## config.mk

```make
export PLATFORM = sky130hd
export DESIGN_NAME = dram_page_bridge
export DESIGN_NICKNAME = d
export VERILOG_FILES = /design/src/rtl/dram_bridge_pkg.sv /design/src/rtl/dram_win_decode.sv /design/src/rtl/dram_prech_timer.sv /design/src/rtl/dram_we_delay.sv /design/src/rtl/dram_page_bridge.sv
export SDC_FILE = /design/constraint.sdc
export NUM_CORES = 1
export LEC_CHECK = 0
export BUFFER_PORTS_ARGS = -buffer_cell sky130_fd_sc_hd__buf_4
export CAP_MARGIN = 40
export CORE_MARGIN = 2
export CORE_UTILIZATION = 40
export CTS_BUF_LIST = sky130_fd_sc_hd__clkbuf_8
export DETAILED_ROUTE_END_ITERATION = 8
export SETUP_SLACK_MARGIN = 0.02
export SLEW_MARGIN = 20
export SYNTH_ARGS = -nofsm -noshare
export SYNTH_HDL_FRONTEND = slang
export SYNTH_HIERARCHICAL = 1
export SYNTH_SLANG_ARGS = --single-unit
```

## constraint.sdc

```tcl
create_clock -name clk -period 3.3 [get_ports clk]
set_input_delay 0.66 -clock clk [delete_from_list [all_inputs] [get_ports clk]]
set_output_delay 0.66 -clock clk [all_outputs]
set_load 0.05 [all_outputs]
```

## src/rtl/dram_bridge_pkg.sv

```systemverilog
package dram_bridge_pkg;

    typedef enum logic [2:0] {
        ROW_IDLE  = 3'd0,
        ROW_PEND  = 3'd1,
        ROW_OPEN  = 3'd2,
        COL_BURST = 3'd3,
        REF_PULSE = 3'd4
    } brg_state_t;

    typedef struct packed {
        logic open_req;
        logic close_req;
        logic ref_req;
        logic col_req;
    } brg_req_t;

endpackage

```

## src/rtl/dram_win_decode.sv

```systemverilog
module dram_win_decode
    import dram_bridge_pkg::*;
#(
    parameter int ADDR_W  = 16,
    parameter int COL_W   = 10,
    parameter int ROW_WIN = 'h3E,
    parameter int COL_WIN = 'h3F
) (
    input  logic              bus_valid,
    input  logic [ADDR_W-1:0] bus_addr,
    input  logic              bus_xsel,
    input  logic              bus_ysel,
    input  logic              bus_write,
    output brg_req_t          req
);
    localparam int WIN_W = ADDR_W - COL_W;
    localparam logic [WIN_W-1:0] ROW_TAG = WIN_W'(ROW_WIN);
    localparam logic [WIN_W-1:0] COL_TAG = WIN_W'(COL_WIN);

    logic [WIN_W-1:0] tag;
    logic             in_row;
    logic             in_col;
    logic             row_wr;

    always_comb begin
        tag    = bus_addr[ADDR_W-1:COL_W];
        in_row = bus_valid && (tag == ROW_TAG);
        in_col = bus_valid && (tag == COL_TAG);
        row_wr = in_row && bus_write;

        req.ref_req   = row_wr && bus_xsel && bus_ysel;
        req.open_req  = row_wr && bus_xsel;
        req.close_req = row_wr && bus_ysel;
        req.col_req   = in_col;
    end

    always_comb begin
        assert (!(req.col_req && (req.open_req || req.close_req)))
            else $error("assert_windows_disjoint_R1");
    end
endmodule

```

## src/rtl/dram_prech_timer.sv

```systemverilog
module dram_prech_timer #(
    parameter int TRP_CYC = 3
) (
    input  logic clk,
    input  logic rst_n,
    input  logic ras_close,
    output logic ready
);
    localparam int CNT_W = $clog2(TRP_CYC + 2);
    localparam logic [CNT_W-1:0] LIMIT = CNT_W'(TRP_CYC);

    logic [CNT_W-1:0] cnt;

    always_ff @(posedge clk) begin
        if (!rst_n) begin
            cnt <= LIMIT;
        end else if (ras_close) begin
            cnt <= '0;
        end else if (cnt < LIMIT) begin
            cnt <= cnt + 1'b1;
        end
    end

    assign ready = (cnt >= LIMIT);

    ap_ready_after_close_R8: assert property (@(posedge clk) disable iff (!rst_n)
        ras_close |=> !ready)
        else $error("assert_ready_after_close_R8");
endmodule

```

## src/rtl/dram_we_delay.sv

```systemverilog
module dram_we_delay #(
    parameter int WE_DLY = 1
) (
    input  logic clk,
    input  logic rst_n,
    input  logic wr_in,
    output logic wr_out
);
    generate
        if (WE_DLY == 0) begin : g_direct
            assign wr_out = wr_in;
        end else begin : g_pipe
            logic [WE_DLY-1:0] stage;
            always_ff @(posedge clk) begin
                if (!rst_n) begin
                    stage <= '0;
                end else begin
                    for (int i = WE_DLY - 1; i > 0; i--) begin
                        stage[i] <= stage[i-1];
                    end
                    stage[0] <= wr_in;
                end
            end
            assign wr_out = stage[WE_DLY-1];
        end
    endgenerate
endmodule

```

## src/rtl/dram_page_bridge.sv

```systemverilog
module dram_page_bridge
    import dram_bridge_pkg::*;
#(
    parameter int ADDR_W  = 16,
    parameter int COL_W   = 10,
    parameter int ROW_WIN = 'h3E,
    parameter int COL_WIN = 'h3F,
    parameter int TRP_CYC = 3,
    parameter int CAS_CYC = 3,
    parameter int WE_DLY  = 1,
    parameter int REF_CYC = 2
) (
    input  logic              clk,
    input  logic              rst_n,
    input  logic              bus_valid,
    input  logic [ADDR_W-1:0] bus_addr,
    input  logic              bus_xsel,
    input  logic              bus_ysel,
    input  logic              bus_write,
    output logic [COL_W-1:0]  dram_addr,
    output logic              ras_n,
    output logic              cas_n,
    output logic              we_n,
    output logic              col_err,
    output logic              prech_viol
);
    localparam int MAX_CYC = (CAS_CYC > REF_CYC) ? CAS_CYC : REF_CYC;
    localparam int CYC_W   = $clog2(MAX_CYC + 1);
    localparam logic [CYC_W-1:0] CAS_LAST = CYC_W'(CAS_CYC - 1);
    localparam logic [CYC_W-1:0] REF_LAST = CYC_W'(REF_CYC - 1);
    localparam int HI_W    = $clog2(TRP_CYC + 3);
    localparam logic [HI_W-1:0] HI_MIN = HI_W'(TRP_CYC + 1);

    brg_state_t        state;
    brg_state_t        state_nxt;
    brg_req_t          req;
    logic              ready;
    logic              ras_close;
    logic              ras_on;
    logic              ras_on_nxt;
    logic [CYC_W-1:0]  cyc_cnt;
    logic [COL_W-1:0]  pend_row;
    logic              pend_ref;
    logic              col_wr;
    logic              wr_req;
    logic              wr_dly;
    logic              load_bus;
    logic              load_pend;
    logic              set_cerr;
    logic              set_viol;
    logic              defer;

    dram_win_decode #(
        .ADDR_W (ADDR_W),
        .COL_W  (COL_W),
        .ROW_WIN(ROW_WIN),
        .COL_WIN(COL_WIN)
    ) u_dec (
        .bus_valid(bus_valid),
        .bus_addr (bus_addr),
        .bus_xsel (bus_xsel),
        .bus_ysel (bus_ysel),
        .bus_write(bus_write),
        .req      (req)
    );

    dram_prech_timer #(
        .TRP_CYC(TRP_CYC)
    ) u_prech (
        .clk      (clk),
        .rst_n    (rst_n),
        .ras_close(ras_close),
        .ready    (ready)
    );

    dram_we_delay #(
        .WE_DLY(WE_DLY)
    ) u_wedly (
        .clk   (clk),
        .rst_n (rst_n),
        .wr_in (wr_req),
        .wr_out(wr_dly)
    );

    // State register
    always_ff @(posedge clk) begin
        if (!rst_n) begin
            state <= ROW_IDLE;
        end else begin
            state <= state_nxt;
        end
    end

    // Next-state and request handling
    always_comb begin
        state_nxt = state;
        load_bus  = 1'b0;
        load_pend = 1'b0;
        set_cerr  = 1'b0;
        set_viol  = 1'b0;
        defer     = 1'b0;
        unique case (state)
            ROW_IDLE: begin
                if (req.open_req) begin
                    if (ready) begin
                        state_nxt = req.ref_req ? REF_PULSE : ROW_OPEN;
                        load_bus  = 1'b1;
                    end else begin
                        state_nxt = ROW_PEND;
                        defer     = 1'b1;
                        set_viol  = 1'b1;
                    end
                end else if (req.col_req) begin
                    set_cerr = 1'b1;
                end
            end
            ROW_PEND: begin
                if (req.close_req && !req.open_req) begin
                    state_nxt = ROW_IDLE;
                end else if (ready) begin
                    state_nxt = pend_ref ? REF_PULSE : ROW_OPEN;
                    load_pend = 1'b1;
                end
                if (req.col_req) begin
                    set_cerr = 1'b1;
                end
            end
            ROW_OPEN: begin
                if (req.close_req) begin
                    state_nxt = ROW_IDLE;
                end else if (req.col_req) begin
                    state_nxt = COL_BURST;
                    load_bus  = 1'b1;
                end
            end
            COL_BURST: begin
                if (cyc_cnt == CAS_LAST) begin
                    state_nxt = ROW_OPEN;
                end
            end
            REF_PULSE: begin
                if (cyc_cnt == REF_LAST) begin
                    state_nxt = ROW_IDLE;
                end
            end
            default: state_nxt = ROW_IDLE;
        endcase
    end

    // Datapath registers
    always_ff @(posedge clk) begin
        if (!rst_n) begin
            dram_addr  <= '0;
            pend_row   <= '0;
            pend_ref   <= 1'b0;
            cyc_cnt    <= '0;
            col_wr     <= 1'b0;
            col_err    <= 1'b0;
            prech_viol <= 1'b0;
        end else begin
            if (load_bus) begin
                dram_addr <= bus_addr[COL_W-1:0];
                col_wr    <= bus_write;
            end else if (load_pend) begin
                dram_addr <= pend_row;
            end
            if (defer) begin
                pend_row <= bus_addr[COL_W-1:0];
                pend_ref <= req.ref_req;
            end
            if (state_nxt != state) begin
                cyc_cnt <= '0;
            end else if (cyc_cnt < CYC_W'(MAX_CYC)) begin
                cyc_cnt <= cyc_cnt + 1'b1;
            end
            if (set_cerr) begin
                col_err <= 1'b1;
            end
            if (set_viol) begin
                prech_viol <= 1'b1;
            end
        end
    end

    // Output decode
    always_comb begin
        ras_on     = (state == ROW_OPEN) || (state == COL_BURST) || (state == REF_PULSE);
        ras_on_nxt = (state_nxt == ROW_OPEN) || (state_nxt == COL_BURST) ||
                     (state_nxt == REF_PULSE);
        ras_close  = ras_on && !ras_on_nxt;
        wr_req     = (state == COL_BURST) && col_wr;
        ras_n      = !ras_on;
        cas_n      = !(state == COL_BURST);
        we_n       = !((state == COL_BURST) && wr_dly);
    end

    // Checks
    logic [HI_W-1:0] hi_cnt;
    always_ff @(posedge clk) begin
        if (!rst_n) begin
            hi_cnt <= HI_MIN;
        end else if (ras_n) begin
            if (hi_cnt < HI_MIN) begin
                hi_cnt <= hi_cnt + 1'b1;
            end
        end else begin
            hi_cnt <= '0;
        end
    end

    assert_cas_under_ras_R7: assert property (@(posedge clk) disable iff (!rst_n)
        !cas_n |-> !ras_n)
        else $error("assert_cas_under_ras_R7");

    assert_closed_col_refused_R7: assert property (@(posedge clk) disable iff (!rst_n)
        (req.col_req && ras_n) |=> (cas_n && col_err))
        else $error("assert_closed_col_refused_R7");

    assert_we_inside_cas_R5: assert property (@(posedge clk) disable iff (!rst_n)
        !we_n |-> !cas_n)
        else $error("assert_we_inside_cas_R5");

    assert_precharge_kept_R8: assert property (@(posedge clk) disable iff (!rst_n)
        $fell(ras_n) |-> (hi_cnt >= HI_MIN))
        else $error("assert_precharge_kept_R8");

    assert_close_drops_ras_R3: assert property (@(posedge clk) disable iff (!rst_n)
        (state == ROW_OPEN && req.close_req) |=> ras_n)
        else $error("assert_close_drops_ras_R3");

    assert_refresh_no_cas_R6: assert property (@(posedge clk) disable iff (!rst_n)
        (state == ROW_IDLE && req.ref_req && ready) |=> (!ras_n && cas_n))
        else $error("assert_refresh_no_cas_R6");
endmodule

```

==> flow_summary.ini <==
[min_path]
min_path_cells = 2
min_path_type = register to register
hold_path_end = prech_viol
hold_start = prech_viol

[global_route]
grt_usage = 0.158
grt_pass1_vias = 1354
antenna_found_initial = 0
overflow = 0
grt_pass1_wl_microns = 6350
grt_max_degree = 33

[sta]
fin_tns_setup_ps = 0
rsz0062_at_grt = no
finalCritPeriodShare = 0.706
finalSetupViolCount = 0
skew_ps = 2.23
finalHoldViolCount = 0
worst_pin_slew_ps = 560
fin_ws_ps = 970
fmax_ghz = 0.429
period_needed_ps = 2330
maxSlewViolCount = 0
relSlewSlack = 0.627

[worst_setup_path]
crit_arrival_ps = 1670
r2r_start = u_prech/cnt[0]
crit_required_ps = 2640
path_class = register to primary output
worst_setup_path_start_kind = register
rrSetupSlack_ps = 1140
cp_max_fo = 11
worstRegToRegCells = 6
r2r-end = pend_row[9]
crit_path_end_kind = primary output

[clocking]
cts_htree_levels = 2
post_cts_resized = 0
root_buffer = clkbuf_8
holdBufCountCts = 0
cts_tree = built
path_clk_slew_ps = 70
clk_path_buf_depth = 2
cts_setup_buffers = 0
cts-buffers-inserted = 5
clock_sinks = 33
clock_latency_ps = 270

[routing]
drc = 0
drtIter0Drc = 83
vias_per_cell = 5.18
routed_wl_microns = 3660
wl_per_cell_microns = 13.1
postRouteAntennaNets = 0
vias = 1446
drt_first_pass_iters = 4

[placed_design]
pre_cts_ws_ps = 779
place_area_sq_mm = 0.00196
dp_hpwl_microns = 2550
port_buffers = 36
globalplace.congestion = 0.884

[pwr]
power.density_mw_per_mm2 = 368
ir_worst_vdd_v = 0.000188
leakage_uw = 0.000866

[final_layout]
area_growth_pct = 19.9
n_antenna_cell = 0
nets = 255
multi_input_area_sq_um = 930
seq_area_sq_um = 661
fillers = 427
finalInstanceArea_sq_mm = 0.00205
drive_gt1_frac = 0.227

[job]
max_cap_violations = 0

[synthesis]
syn_area_per_cell_sq_um = 8.67
netlist_area_sq_mm = 0.00171
ys_types = 46
ys_ff_latch = 33
yosysSeqAreaShare = 0.387
syn_inst = 197
synth_nets = 224
yosysWarningCount = 6

[floorplanning]
die_x_microns = 69.3
core-area_sq_mm = 0.00406
initial_core_util = 0.421
fp.dieArea_sq_mm = 0.00481
pin_count = 37
chipHeight_microns = 69.3
rows = 23

[status]
status = complete, no violations
metrics by stage:
| stage | power, uW | std cells | hold slack, ps | util |
|---|---|---|---|---|
| finish | 754 | 279 | 453 | 0.504 |
| floorplan | 452 | 197 | 447 | - |
| CTS | 766 | 279 | 460 | 0.504 |
| detailed placement | 482 | 271 | 449 | 0.484 |
| global route | 794 | 279 | 498 | 0.504 |
| global placement | 482 | 271 | 444 | 0.484 |
critical path: stages, from the launching register on:
cell	delay [ps]
dfxtp_1	520
inv_1	180
nor2_1	350
nand3_1	130
buf_4	220
sequential cells by signal, summed over array words and instances (netlist names):
register	flops
state	3
u_wedly/wr_out	1
pend_row	10
u_prech/cnt	3
col_wr	1
dram_addr	10
prech_viol	1
col_err	1
cyc_cnt	2
pend_ref	1
cell families (layout without fill, tap and decap cells):
logic type / after synthesis / after routing / synth area share
adder cells (fa/ha/maj): 5 / 5 / 0.0366
buffers and inverters: 22 / 54 / 0.0689
XOR/XNOR: 1 / 1 / 0.00513
multiplexers: 13 / 13 / 0.0769
flip-flops: 33 / 33 / 0.387
AND/OR/NAND/NOR: 77 / 77 / 0.259
AO/OA/AOI/OAI: 46 / 46 / 0.167
layout by cell type, fill, tap and decap left out, types with 2 or more instances in the layout:
master,instances
nand3_1,4
nand2b_1,2
mux2i_1,12
clkbuf_8,5
inv_1,10
buf_4,37
nor2_1,7
o21ai_0,17
nand2_1,22
nor3_1,3
ha_1,5
nand3b_1,2
nor4_1,2
o211ai_1,2
dfxtp_1,33
clkinv_2,2
nand4_1,3
a31oi_1,12
a21oi_1,5
a21boi_0,2
nor2b_1,16
and3_1,4
nor3b_1,3
power by group:
group          internal, uW  switching (uW)  total [uW]
clock network           143             139         281
logic                  33.5            28.5        62.0
registers               404            6.64         411
synthesized netlist by cell type (all sizes together):
master   n  area share
o31ai    1      0.0044
a31oi   12       0.044
and2     1      0.0037
nor3     3      0.0088
a211o    2       0.011
o32ai    1      0.0051
ha       5       0.037
nand3    4       0.012
a32o     1      0.0059
o21ai   17       0.050
a21oi    5       0.015
nand4    4       0.018
xor2     1      0.0051
nand2b   3       0.015
nor4     3       0.015
nand2   22       0.048
a21o     1      0.0051
dfxtp   33        0.39
nor2     7       0.015
o211ai   2      0.0088
or3b     1      0.0051
buf      5       0.029
and3     4       0.015
nor2b   17       0.064
nand4b   1      0.0051
nor3b    3       0.013
mux2i   12       0.070
and4     1      0.0051
nand3b   2      0.0088
inv      9       0.020
o211a    1      0.0059
mux2     1      0.0066
or4      1      0.0066
clkbuf   8       0.021
a21boi   2      0.0088
o22ai    1      0.0037
how the worst max path moves through the flow:
stage / cells past startpoint / startpoint / slack (ps) / end
floorplan: 8 / bus_addr[10] / 860 / pend_row[0]
global placement: 7 / bus_addr[10] / 790 / col_wr
detailed placement: 7 / bus_addr[10] / 780 / col_wr
CTS: 4 / state[1] / 950 / we_n
global route: 7 / bus_addr[10] / 770 / dram_addr[5]
finish: 4 / state[1] / 970 / we_n
final cells by class:
class	instances	area share
clock buffer	5	0.0336
tap	50	0.0306
multi-input combinational	142	0.454
sequential	33	0.323
clock inverter	3	0.00672
timing repair buffer	37	0.136
inverter	9	0.0165
layer usage:
metal / global-route usage / vias up / wire length, microns
li1: - / 756 / -
met1: 0.222 / 666 / 1850
met2: 0.238 / 22 / 1690
met3: 0.0392 / 2 / 113
met4: 0.0458 / 0 / 11
met5: 0 / - / 0
Note: power is estimated with default switching activity, not from simulation.
